File: src/rtl/adc_host_pkg.sv
package adc_host_pkg;
  localparam int RES_W    = 12;
  localparam int CMD_W    = 8;
  localparam int CH_W     = 3;
  localparam int EXT_CLKS = 18;
  localparam int CNT_W    = $clog2(EXT_CLKS + 1);

  typedef enum logic [1:0] {
    ST_IDLE,
    ST_CMD,
    ST_WAIT,
    ST_READ
  } state_e;

  // start bit, channel, bip, rng, two mode bits (11 ext clock, 00 internal)
  function automatic logic [CMD_W-1:0] make_cmd(logic [CH_W-1:0] ch, logic bip,
                                                logic rng, logic ext);
    return {1'b1, ch, bip, rng, ext, ext};
  endfunction
endpackage

File: src/rtl/adc_sclk_gen.sv
module adc_sclk_gen #(
  parameter int DIV_W = 8
) (
  input  logic             clk_i,
  input  logic             rst_ni,
  input  logic             en_i,
  input  logic [DIV_W-1:0] half_i,
  output logic             sclk_o,
  output logic             rise_o,
  output logic             fall_o
);
  logic [DIV_W-1:0] cnt_q;
  logic             tick;

  assign tick   = en_i && (cnt_q == half_i);
  // edge about to happen at the coming clk_i edge
  assign rise_o = tick && !sclk_o;
  assign fall_o = tick && sclk_o;

  always_ff @(posedge clk_i or negedge rst_ni) begin
    if (!rst_ni) begin
      cnt_q  <= '0;
      sclk_o <= 1'b0;
    end else if (!en_i) begin
      cnt_q  <= '0;
      sclk_o <= 1'b0;
    end else if (tick) begin
      cnt_q  <= '0;
      sclk_o <= !sclk_o;
    end else begin
      cnt_q <= cnt_q + 1'b1;
    end
  end
endmodule

File: src/rtl/adc_sync.sv
module adc_sync #(
  parameter int   STAGES  = 2,
  parameter logic RST_VAL = 1'b1
) (
  input  logic clk_i,
  input  logic rst_ni,
  input  logic d_i,
  output logic q_o
);
  logic [STAGES-1:0] r_q;

  for (genvar i = 0; i < STAGES; i++) begin : g_stage
    always_ff @(posedge clk_i or negedge rst_ni) begin
      if (!rst_ni) r_q[i] <= RST_VAL;
      else if (i == 0) r_q[i] <= d_i;
      else r_q[i] <= r_q[(i == 0) ? 0 : i-1];
    end
  end

  assign q_o = r_q[STAGES-1];
endmodule

File: src/rtl/adc_shreg.sv
module adc_shreg #(
  parameter int CMD_W = 8,
  parameter int RES_W = 12
) (
  input  logic             clk_i,
  input  logic             rst_ni,
  input  logic             load_i,
  input  logic [CMD_W-1:0] cmd_i,
  input  logic             shift_out_i,
  input  logic             shift_in_i,
  input  logic             bit_i,
  output logic             din_o,
  output logic [RES_W-1:0] res_o
);
  logic [CMD_W-1:0] cmd_q;

  always_ff @(posedge clk_i or negedge rst_ni) begin
    if (!rst_ni) begin
      cmd_q <= '0;
      res_o <= '0;
    end else begin
      if (load_i) cmd_q <= cmd_i;
      else if (shift_out_i) cmd_q <= {cmd_q[CMD_W-2:0], 1'b0};
      if (load_i) res_o <= '0;
      else if (shift_in_i) res_o <= {res_o[RES_W-2:0], bit_i};
    end
  end

  assign din_o = cmd_q[CMD_W-1];
endmodule

File: src/rtl/adc_host.sv
module adc_host
  import adc_host_pkg::*;
#(
  parameter int DIV_W       = 8,
  parameter int TO_W        = 16,
  parameter int SYNC_STAGES = 2
) (
  input  logic             clk_i,
  input  logic             rst_ni,
  input  logic             req_i,
  input  logic [2:0]       ch_i,
  input  logic             bip_i,
  input  logic             rng_i,
  input  logic             ext_i,
  input  logic [DIV_W-1:0] half_i,
  input  logic [TO_W-1:0]  timeout_i,
  output logic             busy_o,
  output logic             valid_o,
  output logic [11:0]      data_o,
  output logic             err_o,
  output logic             cs_no,
  output logic             sclk_o,
  output logic             din_o,
  input  logic             dout_i,
  input  logic             sstrb_i
);
  localparam logic [CNT_W-1:0] LAST_CMD = CNT_W'(CMD_W - 1);
  localparam logic [CNT_W-1:0] LAST_EXT = CNT_W'(EXT_CLKS - 1);
  localparam logic [CNT_W-1:0] LAST_INT = CNT_W'(RES_W - 1);
  localparam logic [CNT_W-1:0] SKIP_EXT = CNT_W'(EXT_CLKS - RES_W);

  state_e           state_q;
  logic [CNT_W-1:0] bcnt_q;
  logic [TO_W-1:0]  to_q;
  logic [DIV_W-1:0] half_q;
  logic             ext_q, strb_prev_q;
  logic             strb_s, strb_rise;
  logic             sclk_en, rise, fall, start;
  logic             shift_out, shift_in;
  logic [RES_W-1:0] res;
  logic [CNT_W-1:0] last_clk, first_smp;

  assign start     = (state_q == ST_IDLE) && req_i;
  assign sclk_en   = (state_q == ST_CMD) || (state_q == ST_READ);
  assign strb_rise = strb_s && !strb_prev_q;
  assign last_clk  = ext_q ? LAST_EXT : LAST_INT;
  assign first_smp = ext_q ? SKIP_EXT : '0;
  assign shift_out = (state_q == ST_CMD) && fall;
  assign shift_in  = (state_q == ST_READ) && rise && (bcnt_q >= first_smp);
  assign busy_o    = (state_q != ST_IDLE);

  adc_sclk_gen #(.DIV_W(DIV_W)) u_sclk (
    .clk_i, .rst_ni, .en_i(sclk_en), .half_i(half_q),
    .sclk_o, .rise_o(rise), .fall_o(fall)
  );

  adc_sync #(.STAGES(SYNC_STAGES), .RST_VAL(1'b1)) u_sync (
    .clk_i, .rst_ni, .d_i(sstrb_i), .q_o(strb_s)
  );

  adc_shreg #(.CMD_W(CMD_W), .RES_W(RES_W)) u_sh (
    .clk_i, .rst_ni, .load_i(start), .cmd_i(make_cmd(ch_i, bip_i, rng_i, ext_i)),
    .shift_out_i(shift_out), .shift_in_i(shift_in), .bit_i(dout_i),
    .din_o, .res_o(res)
  );

  always_ff @(posedge clk_i or negedge rst_ni) begin
    if (!rst_ni) begin
      state_q     <= ST_IDLE;
      bcnt_q      <= '0;
      to_q        <= '0;
      half_q      <= '0;
      ext_q       <= 1'b0;
      strb_prev_q <= 1'b1;
      cs_no       <= 1'b1;
      valid_o     <= 1'b0;
      err_o       <= 1'b0;
      data_o      <= '0;
    end else begin
      valid_o     <= 1'b0;
      err_o       <= 1'b0;
      strb_prev_q <= strb_s;
      unique case (state_q)
        ST_IDLE: if (req_i) begin
          state_q <= ST_CMD;
          cs_no   <= 1'b0;
          bcnt_q  <= '0;
          ext_q   <= ext_i;
          half_q  <= half_i;
        end
        ST_CMD: if (fall) begin
          if (bcnt_q == LAST_CMD) begin
            bcnt_q  <= '0;
            to_q    <= '0;
            state_q <= ext_q ? ST_READ : ST_WAIT;
          end else begin
            bcnt_q <= bcnt_q + 1'b1;
          end
        end
        ST_WAIT: begin
          if (strb_rise) begin
            state_q <= ST_READ;
          end else if (to_q == timeout_i) begin
            state_q <= ST_IDLE;
            cs_no   <= 1'b1;
            err_o   <= 1'b1;
          end else begin
            to_q <= to_q + 1'b1;
          end
        end
        ST_READ: if (fall) begin
          if (bcnt_q == last_clk) begin
            state_q <= ST_IDLE;
            cs_no   <= 1'b1;
            valid_o <= 1'b1;
            data_o  <= res;
          end else begin
            bcnt_q <= bcnt_q + 1'b1;
          end
        end
        default: state_q <= ST_IDLE;
      endcase
    end
  end
endmodule

File: config.mk
export PLATFORM = sky130hd
export DESIGN_NAME = adc_host
export DESIGN_NICKNAME = d
export VERILOG_FILES = /design/src/rtl/adc_host_pkg.sv /design/src/rtl/adc_sclk_gen.sv /design/src/rtl/adc_sync.sv /design/src/rtl/adc_shreg.sv /design/src/rtl/adc_host.sv
export SDC_FILE = /design/constraint.sdc
export NUM_CORES = 1
export LEC_CHECK = 0
export BUFFER_PORTS_ARGS = -buffer_cell sky130_fd_sc_hd__buf_2
export CAP_MARGIN = 20
export CORE_UTILIZATION = 30
export CTS_CLUSTER_SIZE = 40
export DETAILED_ROUTE_END_ITERATION = 12
export SYNTH_ARGS = -nofsm -noshare
export SYNTH_HDL_FRONTEND = slang
export SYNTH_SLANG_ARGS = --single-unit
File: constraint.sdc
create_clock -name clk_i -period 4.2 [get_ports clk_i]
set_input_delay 0.42 -clock clk_i [delete_from_list [all_inputs] [get_ports clk_i]]
set_output_delay 0.42 -clock clk_i [all_outputs]
set_load 0.02 [all_outputs]
# After elaboration in Yosys (flattened, before gate mapping)
# Cells that the tools add are included.
dict set report classes {
  addsub 3
  n_lt_le_gt_ge 1
  eq_ne 18
  mux 42
  n_reduce_logical 24
}
# op count
set ops {}
lappend ops {{$mux 16} 4}
lappend ops {{$mux 8} 4}
lappend ops {{$pmux 16 s2} 1}
lappend ops {{$mux 5} 6}
lappend ops {{$mux 12} 2}
lappend ops {{$add 16x1->16 const B} 1}
lappend ops {{$eq 16x16->1} 1}
lappend ops {{$ne 2x2->1 const B} 8}
lappend ops {{$pmux 5 s3} 1}
lappend ops {{$mux 1} 14}
lappend ops {{$mux 2} 7}
lappend ops {{$reduce_and 6->1} 2}
lappend ops {{$reduce_and 5->1} 2}
lappend ops {{$add 8x1->8 const B} 1}
lappend ops {{$eq 8x8->1} 1}
lappend ops {{$logic_and 1x1->1} 8}
lappend ops {{$pmux 2 s4} 1}
lappend ops {{$reduce_bool 2->1} 4}
lappend ops {{$reduce_bool 3->1} 2}
lappend ops {{$add 5x1->5 const B} 1}
lappend ops {{$eq 5x3->1 const B} 1}
lappend ops {{$eq 5x5->1} 1}
lappend ops {{$ge 5x3->1} 1}
lappend ops {{$eq 2x2->1 const B} 2}
lappend ops {{10 further kinds} 12}
dict set report totals {
  register_bits 79
  output_inout_bits 18
}

# Longest topological paths before layout
dict set report depth {
  depth_word 8
  depth_mapped 9
  ltp_nobuf 7
}

# Modules after synthesis
# From an unflattened synthesis, not the netlist that was laid out.
dict set report hier_totals {
  hier_cells 369
  hier_area_um2 4011.3
}
# mod instances cells_per_inst area_per_inst_um2
set modules_own_cells {}
lappend modules_own_cells {adc_host 1 245 2620.0}
lappend modules_own_cells {adc_shreg 1 73 845.8}
lappend modules_own_cells {adc_sclk_gen 1 49 493.0}
lappend modules_own_cells {adc_sync 1 2 52.6}

# Worst setup path after synthesis
# Ideal clock, no wire load.
dict set report synth_path {
  path_kind {register to register}
  start {register u_sclk.cnt_q[3]}
  end {register u_sh.res_o[10]}
  setup_ps 125
  arrival_time_ps 2617
  required_ps 4075
  slack_ps 1458
  stages_incl_launch_ff 8
  cell_sequence {dfrtp_1 xor2_1 or4_4 or4_4 or4_4 buf_6 buf_12 mux2_4}
}
dict set report synth_between {
  elab_chain_len 6
}
# item line
set synth_rtl {}
lappend synth_rtl {{start: declaration} adc_sclk_gen.sv:12} ;# logic [DIV_W-1:0] cnt_q;
lappend synth_rtl {{start signal: assignment} adc_sclk_gen.sv:31} ;# cnt_q <= cnt_q + 1'b1;
lappend synth_rtl {{$eq 8x8->1} adc_sclk_gen.sv:15} ;# assign tick = en_i && (cnt_q == half_i);
lappend synth_rtl {{$logic_and 1x1->1} adc_sclk_gen.sv:15}
lappend synth_rtl {{$logic_and 1x1->1} adc_sclk_gen.sv:17} ;# assign rise_o = tick && !sclk_o;
lappend synth_rtl {{$logic_and 1x1->1 (2 in series)} adc_host.sv:49} ;# assign shift_in = (state_q == ST_READ) && rise && (bcnt_q >= first_smp);
lappend synth_rtl {{$reduce_bool 2->1 (no source line)} -}
lappend synth_rtl {{end signal: assignment} adc_shreg.sv:25} ;# else if (shift_in_i) res_o <= {res_o[RES_W-2:0], bit_i};
lappend synth_rtl {{end: declaration} adc_shreg.sv:13} ;# output logic [RES_W-1:0] res_o
# No other way between the ends.
# A chain may end at the register's enable or synchronous reset.

# Worst setup path in the final report
dict set report layout_path {
  start {register u_sclk.cnt_q[0]}
  end {register u_sh.res_o[8]}
}
# Same word-level chain as after synthesis.

==> flow_summary_export.csv <==
group,metric,value,unit
outcome,status,"finished clean",
yosys,synthTopCellsByArea,"dfrtp_1 47%, xor2_1 6.6%, nand2_1 5.2%",
floorplanning,die_area,13800,sq um
final_layout,n_antenna_cell,0,
setup_path,cp_slowest_cell,"or4_4",
power,p_leak,2.27,nW
floorplanning,start_util,31.2,%
timing,slew_viol_final,0,
detailed_routing,drtIter0Drc,239,
yosys,synth_top_area_share,46.9,%
clock_network,root_buffer,"clkbuf_16",
timing,clock_skew,8.44,ps
clock_network,clk_path_buf_depth,2,
clock_network,tritoncts,"built",
final_layout,syn_to_final_growth,19.0,%
floorplanning,die_h,117,um
setup_path,critPathArrivalTime,2990,ps
floorplanning,num_rows,41,
floorplanning,design.core.area,12800,sq um
setup_path,worst_path_most_repeated_cell,"or4_4",
global_route,grt_max_degree,80,
clock_network,ctsHtreeMaxLevel,3,
global_route,grt_pass1_vias,3040,
detailed_routing,routed_via_density,4.88,
yosys,seq_area_frac_synth,49.5,%
place,port_buffers,52,
flow_run,drv_cap,0,
setup_path,reg2regPathDepth,5,
yosys,synth_fp_nets,440,
place,placed_cell_area,4420,sq um
yosys,synth_cells,400,
setup_path,cp_max_fo,12,
yosys,async_flop_share,100,%
place,dp.final_hpwl,5930,um
timing,final-hold-violation-count,0,
timing,period_needed,2760,ps
global_route,grtUsageTotal,13.6,%
detailed_routing,drcViolationCount,0,
global_route,grt.overflow.total,0,
setup_path,crit_type,"reg2reg",
final_layout,final_cell_area,4760,sq um
min_path,min_from,"sstrb_i",
timing,fmax,362,MHz
power,finalPower,2.86,mW
timing,min_period_over_period,65.8,%
detailed_routing,ant_nets,0,
min_path,hp-class,"in2reg",
power,cellPowerDensity,601,nW/um^2
timing,tns,0,ps
floorplanning,io_pins,53,
setup_path,start_kind,"flop",
detailed_routing,wirelength,8740,um
setup_path,cp-startpoint,"u_sclk.cnt_q[0]$_DFF_PN0_",
yosys,yosysWarnings,0,
clock_network,clk_pin_slew_worst_paths,60,ps
place,preCtsSetupSlack,1450,ps
timing,finalSetupViolCount,0,
timing,worst_slack,1440,ps
global_route,antenna_found_initial,0,
detailed_routing,wl_per_cell,13.9,um
setup_path,cp.required,4420,ps
setup_path,end_kind,"flop",
yosys,synth-edff-count,0,
timing,grt_setup_unrepaired,"no",
clock_network,clk_latency,330,ps
clock_network,numCtsBuffers,9,
min_path,whs_path_depth,1,
global_route,grt_pass1_wl,14800,um
yosys,synth-seq-cells,79,
final_layout,final_nets,492,
final_layout,drive_gt1_share,22.3,%
clock_network,cts_sinks,79,
detailed_routing,dr.pass1.iters,4,
floorplanning,die_w,117,um
power,ir_drop,0.240,mV
clock_network,ctsResizeCount,0,
detailed_routing,vias,3068,
place,gp_congestion,0.797,
timing,slew_headroom,33.5,%
yosys,synth_area_per_cell,10.0,sq um
yosys,synthFlopType,"dfrtp_1",
yosys,yosys.area.top_type,"dfrtp_1",
yosys,synth_cell_types,49,
yosys,synth_area,4000,sq um
timing,tightest_slew,995,ps
setup_path,crit_chain,"xor2_1 -> or4_4 -> or4_4 -> or4_4 -> mux2_4",
setup_path,cp_slowest_stage_delay,670,ps
setup_path,r2r-start,"u_sclk.cnt_q[0]$_DFF_PN0_",
==> metrics by stage <==
| step | util (%) | instances | hold slack [ps] |
|---|---|---|---|
| global placement | 34.4 | 610 | 349 |
| global route | 37.1 | 629 | 175 |
| CTS | 36.7 | 626 | 183 |
| finish | 37.1 | 629 | 192 |
| floorplan | - | 400 | 124 |
| detailed placement | 34.4 | 610 | 348 |
==> path summary, 6_finish.rpt <==
check	slack, ps	end
worst max-delay path	1440	u_sh.res_o[8]$_DFFE_PN0P_
worst min-delay path	190	u_sync.r_q[0]$_DFF_PN1_
worst max register to register	1440	u_sh.res_o[8]$_DFFE_PN0P_
worst min register to register	360	u_sync.q_o$_DFF_PN1_
max in group asynchronous	3130	u_sync.q_o$_DFF_PN1_
min in group asynchronous	460	to_q[14]$_DFFE_PN0P_
==> where the power goes <==
part / switching (mW) / internal [mW] / total, mW / leakage (nW)
Sequential: 0.236 / 0.991 / 1.23 / 0.992
Clock: 0.309 / 0.460 / 0.769 / 0.128
Combinational: 0.458 / 0.407 / 0.864 / 1.15
==> flip-flops by register name (all words and copies together) (netlist names), 2 cells and up <==
register	count
half_q	8
u_sh.cmd_q	8
u_sh.res_o	12
u_sclk.cnt_q	8
data_o	12
to_q	16
bcnt_q	5
state_q	2
==> layout make-up <==
class	count	area [sq um]
sequential	79	1980
multi-input combinational	280	1850
clock buffer	11	233
fill	1322	8060
inverter	25	93.8
tap	172	215
clock inverter	5	60.1
timing repair buffer	57	330
==> cells by family (layout without fill, tap and decap cells) <==
group,Yosys count,count (layout),share of synthesized area [%]
AO/OA/AOI/OAI,58,58,9.38
multiplexers,31,31,8.69
flip-flops,79,79,49.5
buffers and inverters,41,98,4.44
XOR/XNOR,31,31,6.79
AND/OR/NAND/NOR,155,155,19.6
adder cells (fa/ha/maj),5,5,1.56
==> per-layer routing <==
layer	track usage, %	part of all wire [%]	vias to the layer above
li1	-	-	1507
met1	17.5	48	1474
met2	21.4	45	75
met3	4.60	5.3	12
met4	4.41	1.3	0
met5	0	0	-
==> worst max-delay path, delay by kind of cell (launching register included) <==
family | cells | cell delay [ps]
muxes | 1 | 340
DFF | 1 | 440
and+or+nand+nor | 3 | 1680
xor gates and xnor gates | 1 | 180
==> placed cells by master (no fill, tap or decap), types with 2 or more instances in the layout <==
cell	Yosys	layout
o31ai_1	2	2
clkbuf_1	12	2
nand3_1	17	17
nor3_1	6	6
a21oi_1	2	2
and3_1	5	5
mux2i_1	13	13
xor2_1	30	30
o41ai_1	2	2
and4_1	2	2
ha_1	5	5
dfstp_2	4	4
a221oi_1	2	2
clkinvlp_4	0	4
clkbuf_16	0	9
nand2_1	55	55
nand4b_1	3	3
buf_2	0	51
a31oi_1	10	10
o211ai_1	10	10
nor4_1	6	6
or3_1	3	3
and3_2	2	2
o221ai_1	2	2
dfrtp_1	75	75
inv_1	25	25
o21ai_0	22	22
or4_4	3	3
nor3b_1	5	5
and2_1	3	3
mux2_4	4	4
buf_4	0	3
mux2_2	14	14
nor2_1	28	28
nand2b_1	3	3
nand4_1	7	7
==> Yosys cell counts, types with 10 or more instances <==
cell type / instances
xor2_1: 30
nor2_1: 28
o21ai_0: 22
mux2_2: 14
a31oi_1: 10
nand2_1: 55
dfrtp_1: 75
inv_1: 25
clkbuf_1: 12
o211ai_1: 10
nand3_1: 17
mux2i_1: 13
==> what timing repair did <==
item,CTS,global route
setup buffers,0,0
endpoints found under the hold margin,0,7
endpoints found under the setup margin,0,0
hold buffers,0,1
No activity file was read; power rests on OpenSTA's default activity.
